==> src/rtl/twi_mem_target.sv <==
module twi_mem_target #(
  parameter int AW = 15,
  parameter int PW = 6,
  parameter logic [3:0] DEV_ID = 4'b1010
) (
  input  logic          clk,
  input  logic          rst_n,
  input  logic          scl_i,
  input  logic          sda_i,
  input  logic [1:0]    strap,
  input  logic          wr_busy,
  output logic          sda_oe,
  output logic          mem_rd_en,
  output logic [AW-1:0] mem_rd_addr,
  input  logic [7:0]    mem_rd_data,
  output logic          wb_valid,
  output logic [AW-1:0] wb_addr,
  output logic [7:0]    wb_data,
  output logic          wr_commit
);
  localparam int HW = AW - 8;

  typedef enum logic [2:0] {S_IDLE, S_DEV, S_AHI, S_ALO, S_WR, S_RD} st_t;

  logic [2:0] scl_p, sda_p;
  logic scl_s, scl_q, sda_s, sda_q;
  logic rise, fall, start_c, stop_c;

  st_t st;
  logic [3:0]    cnt;
  logic [7:0]    sh, tx;
  logic [AW-1:0] ptr;
  logic [HW-1:0] ahi;
  logic          host_ack, got_data, fetch_d;
  logic          dev_match, ack_ok;
  logic [AW-1:0] ptr_page_inc;

  assign scl_s   = scl_p[1];
  assign scl_q   = scl_p[2];
  assign sda_s   = sda_p[1];
  assign sda_q   = sda_p[2];
  assign rise    = ~scl_q & scl_s;
  assign fall    = scl_q & ~scl_s;
  assign start_c = scl_s & scl_q & sda_q & ~sda_s;
  assign stop_c  = scl_s & scl_q & ~sda_q & sda_s;

  assign dev_match    = (sh[7:4] == DEV_ID) && !sh[3] && (sh[2:1] == strap);
  assign ack_ok       = !wr_busy && (st != S_DEV || dev_match);
  assign ptr_page_inc = {ptr[AW-1:PW], PW'(ptr[PW-1:0] + 1'b1)};

  always_ff @(posedge clk or negedge rst_n) begin
    if (!rst_n) begin
      scl_p <= 3'b111;
      sda_p <= 3'b111;
    end else begin
      scl_p <= {scl_p[1:0], scl_i};
      sda_p <= {sda_p[1:0], sda_i};
    end
  end

  always_ff @(posedge clk or negedge rst_n) begin
    if (!rst_n) begin
      st          <= S_IDLE;
      cnt         <= '0;
      sh          <= '0;
      tx          <= '0;
      ptr         <= '0;
      ahi         <= '0;
      host_ack    <= 1'b0;
      got_data    <= 1'b0;
      fetch_d     <= 1'b0;
      sda_oe      <= 1'b0;
      mem_rd_en   <= 1'b0;
      mem_rd_addr <= '0;
      wb_valid    <= 1'b0;
      wb_addr     <= '0;
      wb_data     <= '0;
      wr_commit   <= 1'b0;
    end else begin
      mem_rd_en <= 1'b0;
      wb_valid  <= 1'b0;
      wr_commit <= 1'b0;
      fetch_d   <= mem_rd_en;
      if (fetch_d) tx <= mem_rd_data;

      if (start_c) begin
        st       <= S_DEV;
        cnt      <= '0;
        sda_oe   <= 1'b0;
        got_data <= 1'b0;
      end else if (stop_c) begin
        st        <= S_IDLE;
        cnt       <= '0;
        sda_oe    <= 1'b0;
        wr_commit <= got_data;
        got_data  <= 1'b0;
      end else if (st != S_IDLE) begin
        if (rise) begin
          if (cnt < 4'd9) cnt <= cnt + 1'b1;
          if (cnt < 4'd8 && st != S_RD) sh <= {sh[6:0], sda_s};
          if (cnt == 4'd8 && st == S_RD) begin
            host_ack <= ~sda_s;
            if (!sda_s) begin
              mem_rd_en   <= 1'b1;
              mem_rd_addr <= ptr;
              ptr         <= ptr + 1'b1;
            end
          end
        end else if (fall) begin
          if (cnt == 4'd8 && st != S_RD) begin
            if (!ack_ok) begin
              st     <= S_IDLE;
              sda_oe <= 1'b0;
            end else begin
              sda_oe <= 1'b1;
              case (st)
                S_DEV: if (sh[0]) begin
                  mem_rd_en   <= 1'b1;
                  mem_rd_addr <= ptr;
                  ptr         <= ptr + 1'b1;
                end
                S_AHI: ahi <= sh[HW-1:0];
                S_ALO: ptr <= {ahi, sh};
                S_WR: begin
                  wb_valid <= 1'b1;
                  wb_addr  <= ptr;
                  wb_data  <= sh;
                  ptr      <= ptr_page_inc;
                  got_data <= 1'b1;
                end
                default: ;
              endcase
            end
          end else if (cnt == 4'd8) begin
            sda_oe <= 1'b0;
          end else if (cnt == 4'd9) begin
            cnt <= '0;
            case (st)
              S_DEV: begin
                st     <= sh[0] ? S_RD : S_AHI;
                sda_oe <= sh[0] ? ~tx[7] : 1'b0;
              end
              S_AHI: begin
                st     <= S_ALO;
                sda_oe <= 1'b0;
              end
              S_RD: begin
                if (host_ack) sda_oe <= ~tx[7];
                else begin
                  st     <= S_IDLE;
                  sda_oe <= 1'b0;
                end
              end
              default: begin
                st     <= S_WR;
                sda_oe <= 1'b0;
              end
            endcase
          end else if (cnt != 4'd0 && st == S_RD) begin
            tx     <= {tx[6:0], 1'b0};
            sda_oe <= ~tx[6];
          end
        end
      end
    end
  end
endmodule


==> config.mk <==
export PLATFORM = sky130hd
export DESIGN_NAME = twi_mem_target
export DESIGN_NICKNAME = d
export VERILOG_FILES = /design/src/rtl/twi_mem_target.sv
export SDC_FILE = /design/constraint.sdc
export NUM_CORES = 1
export LEC_CHECK = 0
export CORE_UTILIZATION = 25
export CTS_CLUSTER_DIAMETER = 50
export DETAILED_ROUTE_END_ITERATION = 10
export PLACE_DENSITY = 0.41
export SYNTH_ARGS = -nofsm -noshare
export SYNTH_HDL_FRONTEND = slang
export SYNTH_SLANG_ARGS = --single-unit
==> constraint.sdc <==
create_clock -name clk -period 2.95 [get_ports clk]
set_input_delay 0.59 -clock clk [delete_from_list [all_inputs] [get_ports clk]]
set_output_delay 0.59 -clock clk [all_outputs]
set_load 0.01 [all_outputs]
* Word level (Yosys, flattened, before mapping) *
Cells that the tools add are included.

cells by class
  add/subtract/negate cells = 3
  $mul = 0
  divide/modulo/power cells = 0
  $lt $le $gt $ge = 2
  equality and inequality tests = 22
  shift-type cells = 0
  muxes and demuxes = 89
  bitwise operators = 16
  reduce and logical (&&, ||, !) cells = 39

operator list
  operator               number
  $mux 15                15
  $mux 8                 10
  $pmux 15 s3            1
  $mux 1                 41
  $mux 4                 9
  $mux 3                 11
  $reduce_bool 3->1      7
  $reduce_and 10->1      2
  $reduce_bool 4->1      5
  $reduce_and 8->1       2
  $add 15x1->15 const B  1
  $eq 4x4->1 const B     3
  $ne 4x4->1 const B     3
  $reduce_and 6->1       2
  $reduce_and 11->1      1
  $reduce_and 5->1       2
  $reduce_bool 2->1      5
  $not 1->1              9
  $pmux 3 s3             1
  $lt 4x4->1 const B     2
  $and 1x1->1            7
  $logic_and 1x1->1      7
  $reduce_and 7->1       1
  $add 6x1->6 const B    1
  other kinds (17)       23

word-level totals
  flip-flop bits (word level) = 96
  bits in latches = 0
  bits in writable memories = 0
  ROM bits = 0
  memories kept = 0

* Logic depth before layout (Yosys ltp) *
Gate-level depths: netlist of the first run.

  word-level depth = 12
  gate-level depth with buffers = 9

* Worst setup path before layout of the first run *
No wires, ideal clock.

  kind = register -> register
  start = reg cnt[0]
  end = reg mem_rd_addr[0]
  arrival = 2.240 ns
  required time = 2.825 ns
  slack = 0.584 ns
  cell stages (with the launch flop) = 10
  path buffers = 2
  clock period less this slack = 2.366 ns
  cells stage by stage = dfrtp_1 inv_1 ha_1 and3b_1 buf_4 nand2_2 or4_4 o32ai_4 buf_8 mux2_4

on the way
  cells in the longest elaborated chain, start to end = 4
  elaborated cells on any way between the ends = 6
  classes of those cells = eq/ne (2); reduce/logical (4)

RTL lines
  what                                                              RTL line  RTL
  start: declaration                                                30        logic [3:0] cnt;
  start signal: assignment                                          99        if (cnt < 4'd9) cnt <= cnt + 1'b1;
  $eq 4x4->1 (*)                                                    101, 110
  $logic_and 1x1->1 (on tied branches)                              101, 110
  $ne 2x1->1 (no source line) or $reduce_bool 2->1 (tied branches)  -
  $reduce_and 10->1 (no source line) (*)                            -
  end signal: assignment                                            105       mem_rd_addr <= ptr;
  end signal: assignment                                            119       mem_rd_addr <= ptr;
  end: declaration                                                  14        output logic [AW-1:0] mem_rd_addr,

Every way passes the cells marked *; elsewhere a longest branch is shown, timed or not.
A chain may end at the register's enable or synchronous reset.

* Final worst setup path of the first run *
  start = reg cnt[0]
  end = reg mem_rd_addr[4]

Same word-level chain as after synthesis.

==> results of run 1 <==
==> per-stage QoR <==
step                      setup WS [ns]  area (µm²)  power (mW)  std cells
after global placement           0.3384        5618       1.732        698
after floorplan                  0.5845        4748       1.590        415
final                            0.3993        5941       2.987        714
after global routing             0.2648        5941       3.136        714
after detailed placement         0.2772        5618       1.735        698
after CTS                        0.3999        5941       3.048        714
==> sequential cells by signal, indices dropped and copies added (netlist names) <==
register     cells
ahi              7
cnt              4
fetch_d          1
got_data         1
host_ack         1
mem_rd_addr     15
mem_rd_en        1
ptr             15
scl_p            3
sda_oe           1
sda_p            3
sh               8
st               3
tx               8
wb_addr         15
wb_data          8
wb_valid         1
wr_commit        1
==> layer usage <==
metal | up-vias | share of wire, % | GRT usage, %
met2 | 81 | 43 | 18.50
met1 | 1702 | 51 | 18.43
li1 | 1647 | - | -
met3 | 16 | 4.1 | 2.443
met5 | - | 0 | 0
met4 | 0 | 2.2 | 6.131
==> power by group through the flow <==
stage,logic [mW],clock network (mW),registers [mW]
4_1_cts,0.252,1.34,1.46
3_3_place_gp,0.248,0,1.48
6_report,0.246,1.28,1.46
3_5_place_dp,0.250,0,1.48
2_1_floorplan,0.156,0,1.43
5_1_grt,0.279,1.38,1.47
==> path summary, 6_finish.rpt <==
path,to,slack (ns),startpoint
hold reg to reg,scl_p[1]$_DFF_PN1_,0.36,scl_p[0]$_DFF_PN1_
max in group asynchronous,sda_p[2]$_DFF_PN1_,2.02,rst_n
setup / recovery,mem_rd_addr[4]$_DFFE_PN0P_,0.40,cnt[0]$_DFFE_PN0P_
min in group clk,scl_p[1]$_DFF_PN1_,0.36,scl_p[0]$_DFF_PN1_
hold / removal,wr_commit$_DFF_PN0_,0.20,rst_n
setup reg to reg,mem_rd_addr[4]$_DFFE_PN0P_,0.40,cnt[0]$_DFFE_PN0P_
==> cell usage after synthesis (3+ instances only) <==
master     n  area [µm²]
mux2_2    41       461.7
mux2i_1    9       90.09
nand2_1   35       131.4
clkbuf_1   7       26.28
o22ai_1    3       18.77
dfrtp_1   90        2252
a22o_1    10       87.58
ha_1       8       100.1
o21ai_0   23       115.1
nand4_1    3       18.77
o31ai_1    8       60.06
nor3_1     5       25.02
mux2_4    10       150.1
nor2_1    19       71.32
a31oi_1    7       43.79
inv_1      9       33.78
nor2b_1    6       37.54
nand3_1   20       100.1
buf_4      3       22.52
and2_1     3       18.77
nand2b_1  11       68.82
dfstp_2    6       157.7
buf_2      6       30.03
a21oi_1   17       85.08
==> logic make-up after synthesis <==
logic type	after synthesis
simple gates	131
xor+xnor	3
compound gates	88
flops	96
fa+ha+maj	8
buf+inv	28
mux	61
==> critical path: cells and delay by family (launching register included) <==
| family | cells | cell delay [ns] |
|---|---|---|
| flip-flops | 1 | 0.44 |
| buffers and inverters | 2 | 0.33 |
| multiplexers | 1 | 0.34 |
| AO/OA/AOI/OAI | 1 | 0.16 |
| adder cells (fa/ha/maj) | 1 | 0.30 |
| AND/OR/NAND/NOR | 3 | 0.86 |
==> layout by cell type (no fill, tap or decap), types with 11 or more instances in the layout <==
master,n
a21oi_1,17
clkdlybuf4s50_1,55
dfrtp_1,90
mux2_2,41
nand2_1,35
nand2b_1,11
nand3_1,20
nor2_1,19
o21ai_0,23
==> layout make-up <==
type                            instances  area [µm²]  area share (%)
Tap cell                              234       292.8           4.928
Inverter                                9       33.78          0.5687
Timing Repair Buffer                   68       685.7           11.54
Clock buffer                           12       246.5           4.149
Sequential cell                        96        2410           40.56
Clock inverter                          4       76.32           1.285
Multi-Input combinational cell        291        2196           36.96
==> run_results.csv, run 1 <==
group,metric,value,unit
synth,muxShareOfSynthArea,15.02,%
global_route,antenna_found_initial,0,
global_route,grt.total_usage,12.88,%
pwr,p_sw_share,25.21,%
global_route,grt_max_degree,64,
worst_setup_path,path_max_fanout,15,
clock_tree,cts_resized,0,
job,maxCapViolCount,0,
worst_setup_path,worstPathCellList,"inv_1 > ha_1 > and3b_1 > nand2_2 > or4_4 > o32ai_4 > buf_12 > mux2_2",
synth,syn_inst,415,
pwr,combPwrFrac,8.2,%
placement,port_buffers,56,
global_route,grt_pass1_wl,19.31,mm
clock_tree,clkLatencyLatePin,0.35,ns
sta,rsz0062_at_grt,"no",
routing,post_drt_wl_per_cell,16.49,µm
sta,layout_min_cycle_time,2.551,ns
synth,synthFlopType,"dfrtp_1",
pwr,seqPwrFrac,48.8,%
synth,synth-edff-count,0,
worst_setup_path,path_class,"reg -> reg",
layout,fin_util,31.87,%
layout,nets,498,
synth,synthAdderAreaFrac,2.108,%
routing,drtIter0Drc,252,
floorplan,initial_core_util,25.47,%
clock_tree,cts_setup_buffers,0,
min_path,hp-class,"in -> async",
routing,firstDrtPassIters,6,
floorplan,core-area,18640,µm²
worst_setup_path,rr_worst_depth,8,
layout,insertedDiodeCount,0,
clock_tree,cts_made_buffers,9,
sta,worst_pin_slew,0.6114,ns
worst_setup_path,critPathSlowestCell,"dfrtp_1",
synth,synth_area,4748,µm²
synth,ys_seq_area_share,50.75,%
layout,area_growth,25.11,%
clock_tree,root_buffer,"clkbuf_16",
global_route,grt_pass1_vias,3418,
sta,fin_skew,0.008082,ns
layout,filler_cell_count,1912,
synth,synth_cell_types,67,
pwr,p_switching,0.7529,mW
synth,async_reset_ff_share,100.0,%
synth,avgSynthCellArea,11.44,µm²
pwr,powerDensity,502.8,nW/µm²
floorplan,fp-row-count,50,
pwr,p_clk_share,43.0,%
floorplan,die_x,139.8,µm
placement,place.gp.congestion,0.8654,
run_status,status,"completed",
sta,finalSetupViolCount,0,
worst_setup_path,cp_data_required_time,3.19,ns
worst_setup_path,critical_path.endpoint_type,"flip-flop",
sta,min_period_over_period,86.47,%
sta,tns,0,ns
worst_setup_path,slowest_delay,0.44,ns
clock_tree,cts_tree,"yes",
clock_tree,clk_pin_slew,0.07,ns
sta,hold_viol,0,
clock_tree,cts_max_path_buffers,2,
synth,synth-simple-area-share,15.78,%
pwr,power.static_leakage,2.475,nW
sta,hold_ws,0.1964,ns
synth,synth_compound_area_share,12.78,%
clock_tree,clock-sinks,96,
routing,ant_nets,0,
layout,drive_gt1_share,20.42,%
pwr,p_int,2.234,mW
sta,finalMaxSlewViolations,0,
clock_tree,postCtsHoldBufs,0,
routing,totalWireLength,11.78,mm
floorplan,fp.dieArea,19550,µm²
floorplan,die_y,139.8,µm
global_route,overflow,0,
worst_setup_path,arrival,2.79,ns
synth,synth_top_family_by_area,"simple AND/OR/NAND/NOR gates",
synth,ys_seq_elements,96,
synth,synth_fp_nets,438,
placement,dp_hpwl,8.411,mm
sta,max_clock_freq,0.3920,GHz
synth,yosys_warnings,0,
synth,synth_xor_area_share,0.5534,%
routing,viasPerCell,4.826,
sta,slew_headroom,59.02,%
routing,drc,0,
floorplan,io_pins,57,
routing,vias,3446,
pwr,irDropWorstVdd,0.0002784,V
worst_setup_path,start_kind,"flip-flop",
clock_tree,cts_max_level,3,
Power figures use the tool's default switching activity.
==> run 2, diff against run 1 <==
--- a/config.mk
+++ b/config.mk
@@ -5,6 +5,8 @@
 export SDC_FILE = /design/constraint.sdc
 export NUM_CORES = 1
 export LEC_CHECK = 0
+export CAP_MARGIN = 30
+export CORE_ASPECT_RATIO = 1.4
 export CORE_UTILIZATION = 25
 export CTS_CLUSTER_DIAMETER = 50
 export DETAILED_ROUTE_END_ITERATION = 10
==> run 2 against run 1 <==
Clock power hardly changed. Global-route usage hardly changed. Total power is 0.29% lower. Die area barely moved. Sequential cell count is the same.
==> run_results.csv, run 2 (synthesized netlist as in run 1, its figures left out) <==
group,metric,value,unit
pwr,power.static_leakage,2.470,nW
routing,dr_wl_met3,399,µm
clock_tree,cts_resized,0,
placement,dp_hpwl,8.434,mm
run_status,status,"completed",
pwr,seqPwrFrac,49.4,%
clock_tree,clock-sinks,96,
pwr,p_clk_share,42.3,%
worst_setup_path,arrival,2.82,ns
sta,worst_pin_slew,0.6260,ns
placement,place.gp.congestion,0.8425,
worst_setup_path,path_class,"reg -> reg",
layout,final_common_cell,"dfrtp_1",
layout,largestRegisters,"mem_rd_addr (15), ptr (15), wb_addr (15)",
sta,layout_min_cycle_time,2.594,ns
sta,max_clock_freq,0.3855,GHz
floorplan,initial_core_util,25.52,%
floorplan,die_y,165.1,µm
pwr,powerDensity,502.5,nW/µm²
sta,finalMaxSlewViolations,0,
global_route,grt_pass1_vias,3528,
clock_tree,postCtsHoldBufs,0,
routing,totalWireLength,11.75,mm
floorplan,fp.dieArea,19560,µm²
routing,post_drt_wl_per_cell,16.27,µm
clock_tree,root_buffer,"clkbuf_16",
layout,nets,497,
floorplan,die_x,118.5,µm
clock_tree,clkLatencyLatePin,0.35,ns
sta,tns,0,ns
layout,insertedDiodeCount,0,
worst_setup_path,start_kind,"flip-flop",
worst_setup_path,cp_data_required_time,3.18,ns
clock_tree,clk_pin_slew,0.07,ns
clock_tree,cts_setup_buffers,0,
sta,slew_headroom,58.27,%
routing,drtIter0Drc,213,
pwr,p_int,2.208,mW
worst_setup_path,path_max_fanout,15,
global_route,overflow,0,
global_route,grt_max_degree,97,
layout,fin_util,31.86,%
pwr,irDropWorstVdd,0.0002145,V
layout,area_growth,24.82,%
sta,rsz0062_at_grt,"no",
placement,port_buffers,56,
sta,hold_ws,0.2873,ns
pwr,p_switching,0.7705,mW
routing,viasPerCell,4.755,
global_route,grt_pass1_wl,19.50,mm
layout,drive_gt1_share,20.50,%
min_path,hp-class,"in -> async",
sta,min_period_over_period,87.94,%
floorplan,fp-row-count,59,
clock_tree,cts_tree,"yes",
clock_tree,cts_max_level,3,
sta,fin_skew,0.01010,ns
sta,finalSetupViolCount,0,
global_route,grt.total_usage,12.85,%
global_route,antenna_found_initial,0,
floorplan,io_pins,57,
worst_setup_path,critical_path.endpoint_type,"flip-flop",
routing,firstDrtPassIters,4,
routing,drc,0,
pwr,combPwrFrac,8.2,%
routing,wl_met1,5.155,mm
job,maxCapViolCount,0,
routing,vias,3433,
routing,ant_nets,0,
clock_tree,cts_max_path_buffers,2,
routing,routed.top_layer,"met4",
clock_tree,cts_made_buffers,9,
pwr,p_sw_share,25.87,%
layout,final_cell_mix,"90 x dfrtp_1, 55 x clkdlybuf4s50_1, 41 x mux2_2, 35 x nand2_1, 23 x o21ai_0",
floorplan,core-area,18600,µm²
routing,met2_length,5.975,mm
sta,hold_viol,0,
## run 2: final cells by class
type	count	area, µm²
fill	1916	12680
sequential	96	2410
multi-input combinational	291	2196
timing repair buffer	67	665.6
tap	244	305.3
clock buffer	9	225.2
clock inverter	6	91.34
inverter	9	33.78
## run 2: final timing paths
kind                                     from                    endpoint  slack, ns  depth (start not counted)
setup / recovery           cnt[0]$_DFFE_PN0P_  mem_rd_addr[4]$_DFFE_PN0P_       0.36                          8
hold / removal                          rst_n  mem_rd_addr[8]$_DFFE_PN0P_       0.29                          2
max in group asynchronous               rst_n          scl_p[1]$_DFF_PN1_       2.23                          2
setup reg to reg           cnt[0]$_DFFE_PN0P_  mem_rd_addr[4]$_DFFE_PN0P_       0.36                          8
hold reg to reg            sda_p[0]$_DFF_PN1_          sda_p[1]$_DFF_PN1_       0.36                          0
min in group clk           sda_p[0]$_DFF_PN1_          sda_p[1]$_DFF_PN1_       0.36                          0
## run 2: worst max-delay path: stages (launching register included)
cell	delay (ns)
dfrtp_1	0.42
inv_1	0.12
ha_1	0.30
and3b_1	0.37
nand2_2	0.12
or4_4	0.44
o32ai_4	0.16
buf_12	0.21
mux2_2	0.34
## run 2: metal layers
metal  GRT usage [%]  vias up
li1                -     1651
met1           15.90     1695
met2           21.93       75
met3           2.438       12
met4           5.524        0
met5               0        -
## run 2: metrics by stage
stage / setup WS, ns / power [mW] / instances / area, µm²
after CTS: 0.3613 / 3.049 / 722 / 5927
after global placement: 0.3461 / 1.750 / 707 / 5610
after global routing: 0.2461 / 3.135 / 722 / 5927
final: 0.3557 / 2.978 / 722 / 5927
after floorplan: 0.5845 / 1.590 / 415 / 4748
after detailed placement: 0.3275 / 1.750 / 707 / 5610
## run 2: power groups by stage
stage / combinational (mW) / sequential (mW) / clock [mW]
final: 0.245 / 1.47 / 1.26
after global routing: 0.277 / 1.49 / 1.37
after CTS: 0.249 / 1.48 / 1.32
after detailed placement: 0.247 / 1.50 / 0
after global placement: 0.245 / 1.50 / 0
after floorplan: 0.156 / 1.43 / 0
==> run 3, diff against run 2 <==
--- a/config.mk
+++ b/config.mk
@@ -7,10 +7,10 @@
 export LEC_CHECK = 0
 export CAP_MARGIN = 30
 export CORE_ASPECT_RATIO = 1.4
-export CORE_UTILIZATION = 25
+export CORE_UTILIZATION = 56
 export CTS_CLUSTER_DIAMETER = 50
 export DETAILED_ROUTE_END_ITERATION = 10
-export PLACE_DENSITY = 0.41
+export PLACE_DENSITY = 0.79
 export SYNTH_ARGS = -nofsm -noshare
 export SYNTH_HDL_FRONTEND = slang
 export SYNTH_SLANG_ARGS = --single-unit
==> run 3 against run 2 <==
Die area shrank 55%. Combinational power decreased by 2%. Sequential power about the same. Largest cell class unchanged.
==> run_results.csv, run 3 (synthesized netlist as in run 1, its figures left out) <==
group,metric,value,unit
routing,vias,3571,
layout,drive_gt1_share,20.13,%
clock_tree,cts_max_level,3,
floorplan,initial_core_util,57.92,%
worst_setup_path,worstPathCellList,"inv_1 > ha_1 > and3b_1 > nand2_2 > or4_4 > o32ai_4 > buf_12 > mux2_2",
worst_setup_path,r2r_slack,0.35,ns
worst_setup_path,cp_data_required_time,3.17,ns
placement,place.gp.congestion,0.9374,
worst_setup_path,rr_worst_depth,8,
layout,largestRegisters,"mem_rd_addr (15), ptr (15), wb_addr (15)",
clock_tree,clkLatencyLatePin,0.34,ns
routing,post_drt_wl_per_cell,17.93,µm
layout,stdcell_count,579,
worst_setup_path,path_max_fanout,15,
clock_tree,cts_made_buffers,9,
worst_setup_path,arrival,2.82,ns
sta,worst_pin_slew,0.5991,ns
sta,fin_skew,0.008001,ns
sta,slew_headroom,59.84,%
routing,drc,0,
clock_tree,postCtsHoldBufs,0,
sta,max_clock_freq,0.3846,GHz
routing,viasPerCell,6.168,
worst_setup_path,slowest_delay,0.44,ns
floorplan,fp-row-count,39,
worst_setup_path,startpoint,"cnt[0]$_DFFE_PN0P_",
placement,dp.cells,563,
layout,filler_cell_count,613,
pwr,powerDensity,499.9,nW/µm²
sta,tns,0,ns
floorplan,die_x,79.83,µm
global_route,grt.total_usage,25.98,%
job,maxCapViolCount,0,
placement,dp_hpwl,7.341,mm
sta,layout_min_cycle_time,2.600,ns
clock_tree,clock-sinks,96,
pwr,irDropWorstVdd,0.0003768,V
clock_tree,cts_resized,0,
min_path,hp-class,"in -> async",
worst_setup_path,timing.rr.start,"cnt[0]$_DFFE_PN0P_",
placement,port_buffers,56,
layout,final_cell_mix,"90 x dfrtp_1, 55 x clkdlybuf4s50_1, 41 x mux2_2, 35 x nand2_1, 23 x o21ai_0",
global_route,overflow,0,
layout,final_common_cell,"dfrtp_1",
worst_setup_path,path_depth,8,
global_route,antenna_found_initial,0,
worst_setup_path,critPathSlowestCell,"or4_4",
floorplan,fp.dieArea,8857,µm²
clock_tree,clk_pin_slew,0.06,ns
global_route,grt_max_degree,58,
floorplan,die_y,111.0,µm
routing,ant_nets,0,
worst_setup_path,worstReg2RegEnd,"mem_rd_addr[2]$_DFFE_PN0P_",
run_status,status,"completed",
global_route,grt_pass1_wl,17.71,mm
sta,hold_viol,0,
sta,finalSetupViolCount,0,
worst_setup_path,worstSetupEndpoint,"mem_rd_addr[2]$_DFFE_PN0P_",
global_route,grt_pass1_vias,3559,
floorplan,core-area,8198,µm²
worst_setup_path,critical_path.endpoint_type,"flip-flop",
placement,pre_cts_ws,0.3295,ns
sta,setup_slack,0.3497,ns
floorplan,io_pins,57,
sta,min_period_over_period,88.15,%
sta,hold_ws,0.2292,ns
clock_tree,cts_tree,"yes",
pwr,power.static_leakage,2.449,nW
routing,drtIter0Drc,355,
worst_setup_path,start_kind,"flip-flop",
clock_tree,root_buffer,"clkbuf_16",
worst_setup_path,crit_buf_inv,2,
routing,totalWireLength,10.38,mm
layout,insertedDiodeCount,0,
pwr,finalPower,2.858,mW
layout,nets,495,
clock_tree,cts_setup_buffers,0,
layout,seq_area,2410,µm²
clock_tree,cts_max_path_buffers,2,
sta,rsz0062_at_grt,"no",
routing,firstDrtPassIters,6,
worst_setup_path,path_class,"reg -> reg",
layout,area_growth,20.40,%
worst_setup_path,crit_family,"simple AND/OR/NAND/NOR gates",
layout,multi_input_area,2196,µm²
sta,finalMaxSlewViolations,0,
## run 3: worst min-delay path by stage
stage | startpoint | endpoint | slack (ns) | cells past startpoint
finish | rst_n | sh[3]$_DFFE_PN0P_ | 0.23 | 1
CTS | rst_n | sh[1]$_DFFE_PN0P_ | 0.24 | 1
detailed placement | scl_p[0]$_DFF_PN1_ | scl_p[1]$_DFF_PN1_ | 0.35 | 0
global placement | sda_p[0]$_DFF_PN1_ | sda_p[1]$_DFF_PN1_ | 0.35 | 0
floorplan | rst_n | ahi[0]$_DFFE_PN0P_ | 0.29 | 0
global route | rst_n | wb_valid$_DFF_PN0_ | 0.27 | 1
## run 3: stage by stage
| step | cell area, µm² | util (%) |
|---|---|---|
| finish | 5717 | 69.73 |
| global route | 5717 | 69.73 |
| CTS | 5717 | 69.73 |
| detailed placement | 5418 | 66.09 |
| global placement | 5418 | 66.09 |
| floorplan | 4748 | - |
## run 3: power by group
| group | total [mW] | internal (mW) | switching [mW] |
|---|---|---|---|
| sequential | 1.46 | 1.36 | 0.0975 |
| clock | 1.16 | 0.678 | 0.479 |
| combinational | 0.239 | 0.0996 | 0.139 |
| total | 2.86 | 2.14 | 0.716 |
## run 3: layout make-up
cell class	count	share of cell area [%]
multi-input cells	291	38.41
flip-flops and latches	96	42.15
clock inverters	5	0.9849
inverters	9	0.5909
well taps	102	2.232
clock buffers	11	4.246
repair buffers	65	11.38
## run 3: layer usage
layer | vias up | track usage (%) | wire, µm
met4 | 0 | 12.38 | 290
met1 | 1790 | 31.26 | 4106
met5 | - | 0 | 0
met3 | 23 | 4.115 | 404
met2 | 121 | 44.50 | 5582
li1 | 1637 | - | -
